`config.mk`:
```
export PLATFORM = sky130hd
export DESIGN_NAME = parity_conceal
export DESIGN_NICKNAME = d
export VERILOG_FILES = /design/src/rtl/parity_conceal_pkg.sv /design/src/rtl/err_run_ctr.sv /design/src/rtl/sample_hold.sv /design/src/rtl/cs_hold.sv /design/src/rtl/parity_conceal.sv
export SDC_FILE = /design/constraint.sdc
export NUM_CORES = 1
export LEC_CHECK = 0
export ABC_AREA = 1
export CAP_MARGIN = 20
export CORE_MARGIN = 5
export CORE_UTILIZATION = 46
export CTS_CLUSTER_DIAMETER = 30
export CTS_CLUSTER_SIZE = 28
export DETAILED_ROUTE_END_ITERATION = 8
export PLACE_DENSITY = 0.88
export SYNTH_ARGS = -nofsm -noshare
export SYNTH_HDL_FRONTEND = slang
export SYNTH_SLANG_ARGS = --single-unit
```
`constraint.sdc`:
```
create_clock -name clk -period 1.3 [get_ports clk]
set_clock_uncertainty 0.1 [all_clocks]
set_input_delay 0.13 -clock clk [delete_from_list [all_inputs] [get_ports clk]]
set_output_delay 0.13 -clock clk [all_outputs]
set_load 0.01 [all_outputs]
```
`src/rtl/parity_conceal_pkg.sv`:
```
package parity_conceal_pkg;
  localparam logic [1:0] FS_CLEARED = 2'b10;

  typedef enum logic [1:0] {
    FR_GOOD   = 2'b00,
    FR_PARITY = 2'b01,
    FR_LOCK   = 2'b10
  } frame_kind_e;

  function automatic frame_kind_e classify(input logic perr, input logic lerr);
    if (lerr)      return FR_LOCK;
    else if (perr) return FR_PARITY;
    else           return FR_GOOD;
  endfunction
endpackage

```
`src/rtl/err_run_ctr.sv`:
```
module err_run_ctr
  import parity_conceal_pkg::*;
#(
  parameter int REPEAT_LIMIT = 8
) (
  input  logic        clk,
  input  logic        rst_n,
  input  logic        frame_en,
  input  frame_kind_e kind,
  output logic        over_limit
);
  localparam int CNT_W = $clog2(REPEAT_LIMIT + 2);
  localparam logic [CNT_W-1:0] SAT_VAL = CNT_W'(REPEAT_LIMIT + 1);

  logic [CNT_W-1:0] run_q, run_d, run_inc;

  always_comb begin
    run_inc = (run_q == SAT_VAL) ? SAT_VAL : run_q + CNT_W'(1);
    run_d   = run_q;
    if (frame_en) begin
      unique case (kind)
        FR_PARITY: run_d = run_inc;
        default:   run_d = '0;
      endcase
    end
  end

  assign over_limit = (run_inc > CNT_W'(REPEAT_LIMIT));

  always_ff @(posedge clk or negedge rst_n) begin
    if (!rst_n)        run_q <= '0;
    else if (frame_en) run_q <= run_d;
  end

  assert_run_saturates_R4: assert property (@(posedge clk) disable iff (!rst_n)
    run_q <= SAT_VAL);
  assert_run_clear_on_good_R7: assert property (@(posedge clk) disable iff (!rst_n)
    (frame_en && kind == FR_GOOD) |=> run_q == '0);
endmodule

```
`src/rtl/sample_hold.sv`:
```
module sample_hold
  import parity_conceal_pkg::*;
#(
  parameter int SAMPLE_W = 24
) (
  input  logic                clk,
  input  logic                rst_n,
  input  logic                frame_en,
  input  frame_kind_e         kind,
  input  logic                over_limit,
  input  logic [SAMPLE_W-1:0] sample_in,
  output logic [SAMPLE_W-1:0] sample_out
);
  logic [SAMPLE_W-1:0] last_q, last_d, out_q, out_d;

  always_comb begin
    last_d = last_q;
    out_d  = out_q;
    if (frame_en) begin
      unique case (kind)
        FR_GOOD: begin
          last_d = sample_in;
          out_d  = sample_in;
        end
        FR_PARITY: out_d = over_limit ? '0 : last_q;
        default: begin
          last_d = '0;
          out_d  = '0;
        end
      endcase
    end
  end

  always_ff @(posedge clk or negedge rst_n) begin
    if (!rst_n) begin
      last_q <= '0;
      out_q  <= '0;
    end else if (frame_en) begin
      last_q <= last_d;
      out_q  <= out_d;
    end
  end

  assign sample_out = out_q;

  assert_last_only_good_R8: assert property (@(posedge clk) disable iff (!rst_n)
    (frame_en && kind == FR_PARITY) |=> $stable(last_q));
  assert_repeat_under_limit_R3: assert property (@(posedge clk) disable iff (!rst_n)
    (frame_en && kind == FR_PARITY && !over_limit) |=> out_q == $past(last_q));
endmodule

```
`src/rtl/cs_hold.sv`:
```
module cs_hold
  import parity_conceal_pkg::*;
#(
  parameter int CS_W = 16
) (
  input  logic            clk,
  input  logic            rst_n,
  input  logic            frame_en,
  input  frame_kind_e     kind,
  input  logic [CS_W-1:0] cs_in,
  input  logic [1:0]      fs_in,
  output logic [CS_W-1:0] cs_out,
  output logic [1:0]      fs_out
);
  logic [CS_W-1:0] cs_q, cs_d;
  logic [1:0]      fs_q, fs_d;

  always_comb begin
    cs_d = cs_q;
    fs_d = fs_q;
    if (frame_en) begin
      unique case (kind)
        FR_GOOD: begin
          cs_d = cs_in;
          fs_d = fs_in;
        end
        FR_LOCK: begin
          cs_d = '0;
          fs_d = FS_CLEARED;
        end
        default: ;
      endcase
    end
  end

  always_ff @(posedge clk or negedge rst_n) begin
    if (!rst_n) begin
      cs_q <= '0;
      fs_q <= FS_CLEARED;
    end else if (frame_en) begin
      cs_q <= cs_d;
      fs_q <= fs_d;
    end
  end

  assign cs_out = cs_q;
  assign fs_out = fs_q;
endmodule

```
`src/rtl/parity_conceal.sv`:
```
module parity_conceal
  import parity_conceal_pkg::*;
#(
  parameter int SAMPLE_W     = 24,
  parameter int CS_W         = 16,
  parameter int REPEAT_LIMIT = 8
) (
  input  logic                clk,
  input  logic                rst_n,
  input  logic                frame_vld,
  input  logic [SAMPLE_W-1:0] sample_in,
  input  logic                parity_err,
  input  logic                lock_err,
  input  logic [CS_W-1:0]     cs_in,
  input  logic [1:0]          fs_in,
  output logic [SAMPLE_W-1:0] sample_out,
  output logic [CS_W-1:0]     cs_out,
  output logic [1:0]          fs_out,
  output logic                out_vld
);
  frame_kind_e kind;
  logic        over_limit;
  logic        vld_q;

  assign kind = classify(parity_err, lock_err);

  err_run_ctr #(.REPEAT_LIMIT(REPEAT_LIMIT)) u_run (
    .clk(clk), .rst_n(rst_n), .frame_en(frame_vld), .kind(kind),
    .over_limit(over_limit)
  );

  sample_hold #(.SAMPLE_W(SAMPLE_W)) u_samp (
    .clk(clk), .rst_n(rst_n), .frame_en(frame_vld), .kind(kind),
    .over_limit(over_limit), .sample_in(sample_in), .sample_out(sample_out)
  );

  cs_hold #(.CS_W(CS_W)) u_cs (
    .clk(clk), .rst_n(rst_n), .frame_en(frame_vld), .kind(kind),
    .cs_in(cs_in), .fs_in(fs_in), .cs_out(cs_out), .fs_out(fs_out)
  );

  always_ff @(posedge clk or negedge rst_n) begin
    if (!rst_n) vld_q <= 1'b0;
    else        vld_q <= frame_vld;
  end
  assign out_vld = vld_q;

  assert_lock_mutes_R6: assert property (@(posedge clk) disable iff (!rst_n)
    (frame_vld && lock_err) |=> (sample_out == '0 && cs_out == '0 && fs_out == FS_CLEARED));
  assert_cs_held_parity_R5: assert property (@(posedge clk) disable iff (!rst_n)
    (frame_vld && parity_err && !lock_err) |=> ($stable(cs_out) && $stable(fs_out)));
  assert_good_passes_R2: assert property (@(posedge clk) disable iff (!rst_n)
    (frame_vld && !parity_err && !lock_err) |=> sample_out == $past(sample_in));
  assert_idle_stable_R9: assert property (@(posedge clk) disable iff (!rst_n)
    !frame_vld |=> ($stable(sample_out) && $stable(cs_out) && $stable(fs_out)));
endmodule

```
* After elaboration in Yosys (flattened, before gate mapping)
Index checks and enable logic that the tools add are counted.
Word-level totals: register bits after elaboration 71, input port bits 47, output and inout port bits 43, logic and storage cells 25
Operators by class: $add $sub $neg 1, magnitude comparators 1, equality and inequality tests 3, multiplexer cells 9, bitwise gates (word level) 1, reductions and logical operators 4
Operator list (number):
- $pmux 24 s2 | 2
- $pmux 16 s2 | 1
- $mux 24 | 1
- $mux 4 | 2
- $add 4x1->4 const B | 1
- $eq 4x4->1 const B | 1
- $gt 4x4->1 const B | 1
- $pmux 2 s2 | 1
- $reduce_and 2->1 | 2
- $eq 2x1->1 const B | 1
- $eq 2x2->1 const B | 1
- $logic_not 2->1 | 1
- $mux 2 | 1
- $reduce_bool 2->1 | 1
- $mux 1 | 1
- $not 1->1 | 1

* Logic depth before layout (Yosys ltp)
depth in word-level cells 5, mapped depth 6, gate-level depth less buffers 6

* Cells and area by module
From an unflattened synthesis, not the netlist that was laid out.
Unflattened totals: cells, all modules 442, area total of the unflattened synthesis 3378.2 sq um
Modules (own cells, without submodules):
- sample_hold | times used 1, cells an instance 286, area an instance 2265.9 sq um, seq. area each 1201.2 sq um
- cs_hold | times used 1, cells an instance 117, area an instance 853.3 sq um, seq. area each 451.7 sq um
- err_run_ctr | times used 1, cells an instance 36, area an instance 224.0 sq um, seq. area each 100.1 sq um
- parity_conceal | times used 1, cells an instance 3, area an instance 35.0 sq um, seq. area each 25.0 sq um

* Worst setup path before layout
OpenSTA, ideal clock, no wires.
kind flip-flop to flip-flop, from register u_run.run_q[0], to register u_samp.out_q[10] (netlist: u_samp.sample_out[10]), library setup time 0.124 ns, arrival time 0.863 ns, required time 1.076 ns, path slack 0.213 ns, cell stages (with the launch flop) 6, buffers on the path 1, period minus slack after synthesis 1.087 ns, cell sequence dfrtp_1 nand3_2 nand2_2 buf_4 nand3_1 nand3_1
On the way: cells in the longest elaborated chain, start to end 5, elaborated cells on any way between the ends 6, those cells by class add/sub: 1; order compare: 1; eq/ne: 1; mux: 3
Ends and longest elaborated chain:
- start, declared | RTL line err_run_ctr.sv:15 | logic [CNT_W-1:0] run_q, run_d, run_inc;
- start signal, assigned | RTL line err_run_ctr.sv:32 | else if (frame_en) run_q <= run_d;
- $add 4x1->4 / $eq 4x4->1 (equally long branches) | RTL line err_run_ctr.sv:18 | run_inc = (run_q == SAT_VAL) ? SAT_VAL : run_q + CNT_W'(1);
- $mux 4 * | RTL line err_run_ctr.sv:18
- $gt 4x4->1 * | RTL line err_run_ctr.sv:28 | assign over_limit = (run_inc > CNT_W'(REPEAT_LIMIT));
- $mux 24 * | RTL line sample_hold.sv:25 | FR_PARITY: out_d = over_limit ? '0 : last_q;
- $pmux 24 s2 * | RTL line sample_hold.sv:20 | unique case (kind)
- end signal, assigned | RTL line sample_hold.sv:40 | out_q <= out_d;
- end, declared | RTL line sample_hold.sv:14 | logic [SAMPLE_W-1:0] last_q, last_d, out_q, out_d;
Every way passes the cells marked *; elsewhere a longest branch is shown, timed or not. A chain may end at the register's enable or synchronous reset.

* Worst setup path in the final report
from register u_samp.out_q[21] (netlist: u_samp.sample_out[21]), to output sample_out[21]
RTL lines:
- end, declared | RTL line parity_conceal.sv:16 | output logic [SAMPLE_W-1:0] sample_out,
No word-level cell between the ends.

==> flow_metrics.py <==
metrics = {
    "floorplan": {
        "pin_count": 90,
        "die_area_um2": 7900,
        "placeableCoreArea_um2": 5990,
        "die-width_um": 88.9,
        "start_util_pct": 47.8,
        "die_y_um": 88.9,
        "std_cell_rows": 28,
    },
    "sta": {
        "final.min_clock_period_ps": 1250,
        "maxSlewViolCount": 0,
        "setup_ws_ps": 53.2,
        "maxSlewHeadroom_pct": 75.5,
        "setup_violating_endpoint_count_in_the_final_report": 0,
        "worstMarginPinSlew_ps": 367,
        "grt_setup_unrepaired": "false",
        "timing.hold.ws_ps": 229,
        "final.period_utilization_pct": 95.9,
        "highest_clock_rate_mhz": 802,
        "finalHoldViolCount": 0,
    },
    "final_layout": {
        "layout.filler_cells": 476,
        "final_net_count": 464,
        "insertedDiodeCount": 0,
        "layout-drive-gt1-share_pct": 9.72,
        "areaGrowthSynthToFinish_pct": 42.3,
        "area_of_combinational_cells_with_multiple_inputs_um2": 948,
        "final_cell_count_no_fill": 497,
        "sequential_cell_area_um2": 1780,
    },
    "logic_synthesis": {
        "postSynthRegisterBits": 71,
        "synth_top_cells_by_area": "sky130_fd_sc_hd__dfrtp_1 61%, sky130_fd_sc_hd__nand2_1 20%, sky130_fd_sc_hd__nand3_1 8.4%",
        "synth.lib_cells_used.distinct": 18,
        "mappedNetlistArea_um2": 2860,
        "gate_count_after_technology_mapping": 316,
        "synthDominantAreaCellType": "sky130_fd_sc_hd__dfrtp_1",
        "synth-warning-count": 0,
        "synthDominantCellAreaShare_pct": 61.2,
        "yosysSeqAreaShare_pct": 62.1,
        "syn-mean-instance-area_um2": 9.06,
        "postSynthNetCount": 363,
    },
    "placement": {
        "dp_hpwl_um": 4860,
        "routabilityCongestion": 0.788,
        "dp_cells": 479,
        "buffer_ports.inserted": 89,
        "dp_worst_setup_slack_ps": -212,
    },
    "clocking": {
        "cts_root_buf": "sky130_fd_sc_hd__clkbuf_8",
        "cts_buffers": 9,
        "cts_tree": "built",
        "clk_pin_slew_ps": 70,
        "cts.path.max_buffers": 2,
        "clkSinkCount": 71,
        "clk-insertion-delay-late_ps": 330,
        "clock_tree.htree_level_count": 3,
    },
    "grt": {
        "largest_net_degree_at_the_start_of_global_routing": 72,
        "grt_antenna_before_repair": 0,
        "groute.usage.overall_pct": 18.9,
        "grt_pass1_wl_um": 11500,
        "number_of_global_route_vias_before_repair": 2601,
        "globalRouteOverflowTotal": 0,
    },
    "route": {
        "wl_per_cell_um": 13.6,
        "vias": 2482,
        "detail_route.wirelength_um": 6770,
        "drtAntennaViolNets": 0,
        "via_per_inst": 4.99,
        "detailedRoute.firstIterationViolations": 117,
        "drt_first_pass_iters": 4,
        "remaining_drc_errors": 0,
    },
    "pwr": {
        "ir_drop_mv": 0.760,
        "power.density_cell_area_nw_per_um2": 1180,
        "power_consumption_w": 0.00479,
        "power_leakage_nw": 2.22,
    },
    "worst_setup_path": {
        "crit_slowest_cell": "sky130_fd_sc_hd__dfrtp_1",
        "regToRegStartpoint": "u_run.run_q[1]$_DFFE_PN0P_",
        "timing.critical_path.cells": "dlygate4sd2_1",
        "timing.critical_path.buf_inv": 1,
        "critPathMaxFanout": 2,
        "critical_path.top_delay_family": "flip-flops",
        "worst-setup-path-type": "reg2out",
        "critical-path-max-stage-delay_ps": 400,
        "critical_path_required_ps": 1070,
        "crit_start": "u_samp.sample_out[21]$_DFFE_PN0P_",
        "start_kind": "flop",
        "setup.worst_path.end_class": "output port",
        "worst_path_arrival_time_ps": 1020,
    },
    "hold_path": {
        "type_of_the_most_critical_hold_path": "in2async",
    },
    "status": {
        "outcome": "complete, no violations",
    },
    "job": {
        "drv_cap": 0,
    },
}
==> flip-flops by register name, summed over array words and instances, names as in the netlist <==
name,count
out_vld,1
u_cs.cs_out,16
u_cs.fs_out,2
u_run.run_q,4
u_samp.last_q,24
u_samp.sample_out,24
==> what timing repair did <==
item,in CTS,in global routing
endpoints found under the setup margin,43,1
setup buffers,0,1
hold endpoints to repair,70,0
gates resized for setup,46,1
hold buffers,1,0
==> final timing paths <==
check | to | slack, ps | cells after the start
hold / removal | u_cs.cs_out[15]$_DFFE_PN0P_ | 230 | 3
max in group asynchronous | u_run.run_q[0]$_DFFE_PN0P_ | 550 | 3
min in group clk | u_cs.cs_out[12]$_DFFE_PN0P_ | 230 | 3
setup / recovery | sample_out[21] | 50 | 1
setup reg to reg | u_samp.sample_out[23]$_DFFE_PN0P_ | 90 | 5
hold reg to reg | u_cs.cs_out[13]$_DFFE_PN0P_ | 380 | 2
==> layout make-up <==
cell class | count | area share [%]
clock buffers | 16 | 4.67
repair buffers | 105 | 25.5
well taps | 75 | 2.30
inverters | 6 | 0.553
multi-input cells | 224 | 23.3
flip-flops and latches | 71 | 43.7
==> Yosys cell counts, drive strengths merged <==
master	instances
a21oi	3
buf	15
dfrtp	70
dfstp	1
inv	6
nand2	158
nand3	49
nor2	11
o21ai	3
==> cells by family (layout without fill, tap and decap cells) <==
kind of cell / count (synthesis) / after routing / share of synthesized area [%]
and+or+nand+nor: 218 / 218 / 32.1
DFF: 71 / 71 / 62.1
buffers and inverters: 21 / 127 / 4.76
AOI/OAI and AO/OA: 6 / 6 / 1.05
==> per-layer routing <==
layer | routed length [um] | track usage (%) | vias up
li1 | - | - | 1203
met4 | 52 | 5.08 | 0
met1 | 2800 | 23.1 | 1187
met3 | 641 | 8.66 | 6
met2 | 3270 | 30.5 | 86
met5 | 0 | 0 | -
==> worst reg2reg max path, delay by kind of cell (launching register included) <==
family	cells	cell delay, ps
buffers and inverters	1	160
AND/OR/NAND/NOR	3	320
flip-flops	1	420
AO/OA/AOI/OAI	1	130
==> through the flow <==
step	util (%)	setup TNS (ps)	area [um2]
5_1_grt	68.0	0	4070
6_report	68.0	0	4070
3_3_place_gp	65.5	-10070	3920
2_1_floorplan	-	0	2860
4_1_cts	67.8	0	4060
3_5_place_dp	65.5	-11800	3920
==> placed cells by master, fill, tap and decap left out <==
master	n
sky130_fd_sc_hd__a21oi_1	3
sky130_fd_sc_hd__buf_12	7
sky130_fd_sc_hd__buf_2	2
sky130_fd_sc_hd__buf_4	8
sky130_fd_sc_hd__clkbuf_1	3
sky130_fd_sc_hd__clkbuf_8	13
sky130_fd_sc_hd__clkdlybuf4s50_1	45
sky130_fd_sc_hd__dfrtp_1	69
sky130_fd_sc_hd__dfrtp_2	1
sky130_fd_sc_hd__dfstp_2	1
sky130_fd_sc_hd__dlygate4sd2_1	42
sky130_fd_sc_hd__dlygate4sd3_1	1
sky130_fd_sc_hd__inv_1	4
sky130_fd_sc_hd__inv_2	2
sky130_fd_sc_hd__nand2_1	155
sky130_fd_sc_hd__nand2_2	3
sky130_fd_sc_hd__nand3_1	48
sky130_fd_sc_hd__nand3_2	1
sky130_fd_sc_hd__nor2_1	8
sky130_fd_sc_hd__nor2_2	1
sky130_fd_sc_hd__nor2_4	1
sky130_fd_sc_hd__nor2_8	1
sky130_fd_sc_hd__o21ai_0	1
sky130_fd_sc_hd__o21ai_1	2
==> where the power goes <==
| group | leakage (nW) | total [W] | switching [W] | internal [W] |
|---|---|---|---|---|
| Clock | 0.0970 | 0.00164 | 0.000736 | 0.000907 |
| Combinational | 1.18 | 0.000678 | 0.000331 | 0.000347 |
| Sequential | 0.942 | 0.00247 | 0.0000939 | 0.00238 |
Note: power is estimated with default switching activity, not from simulation.
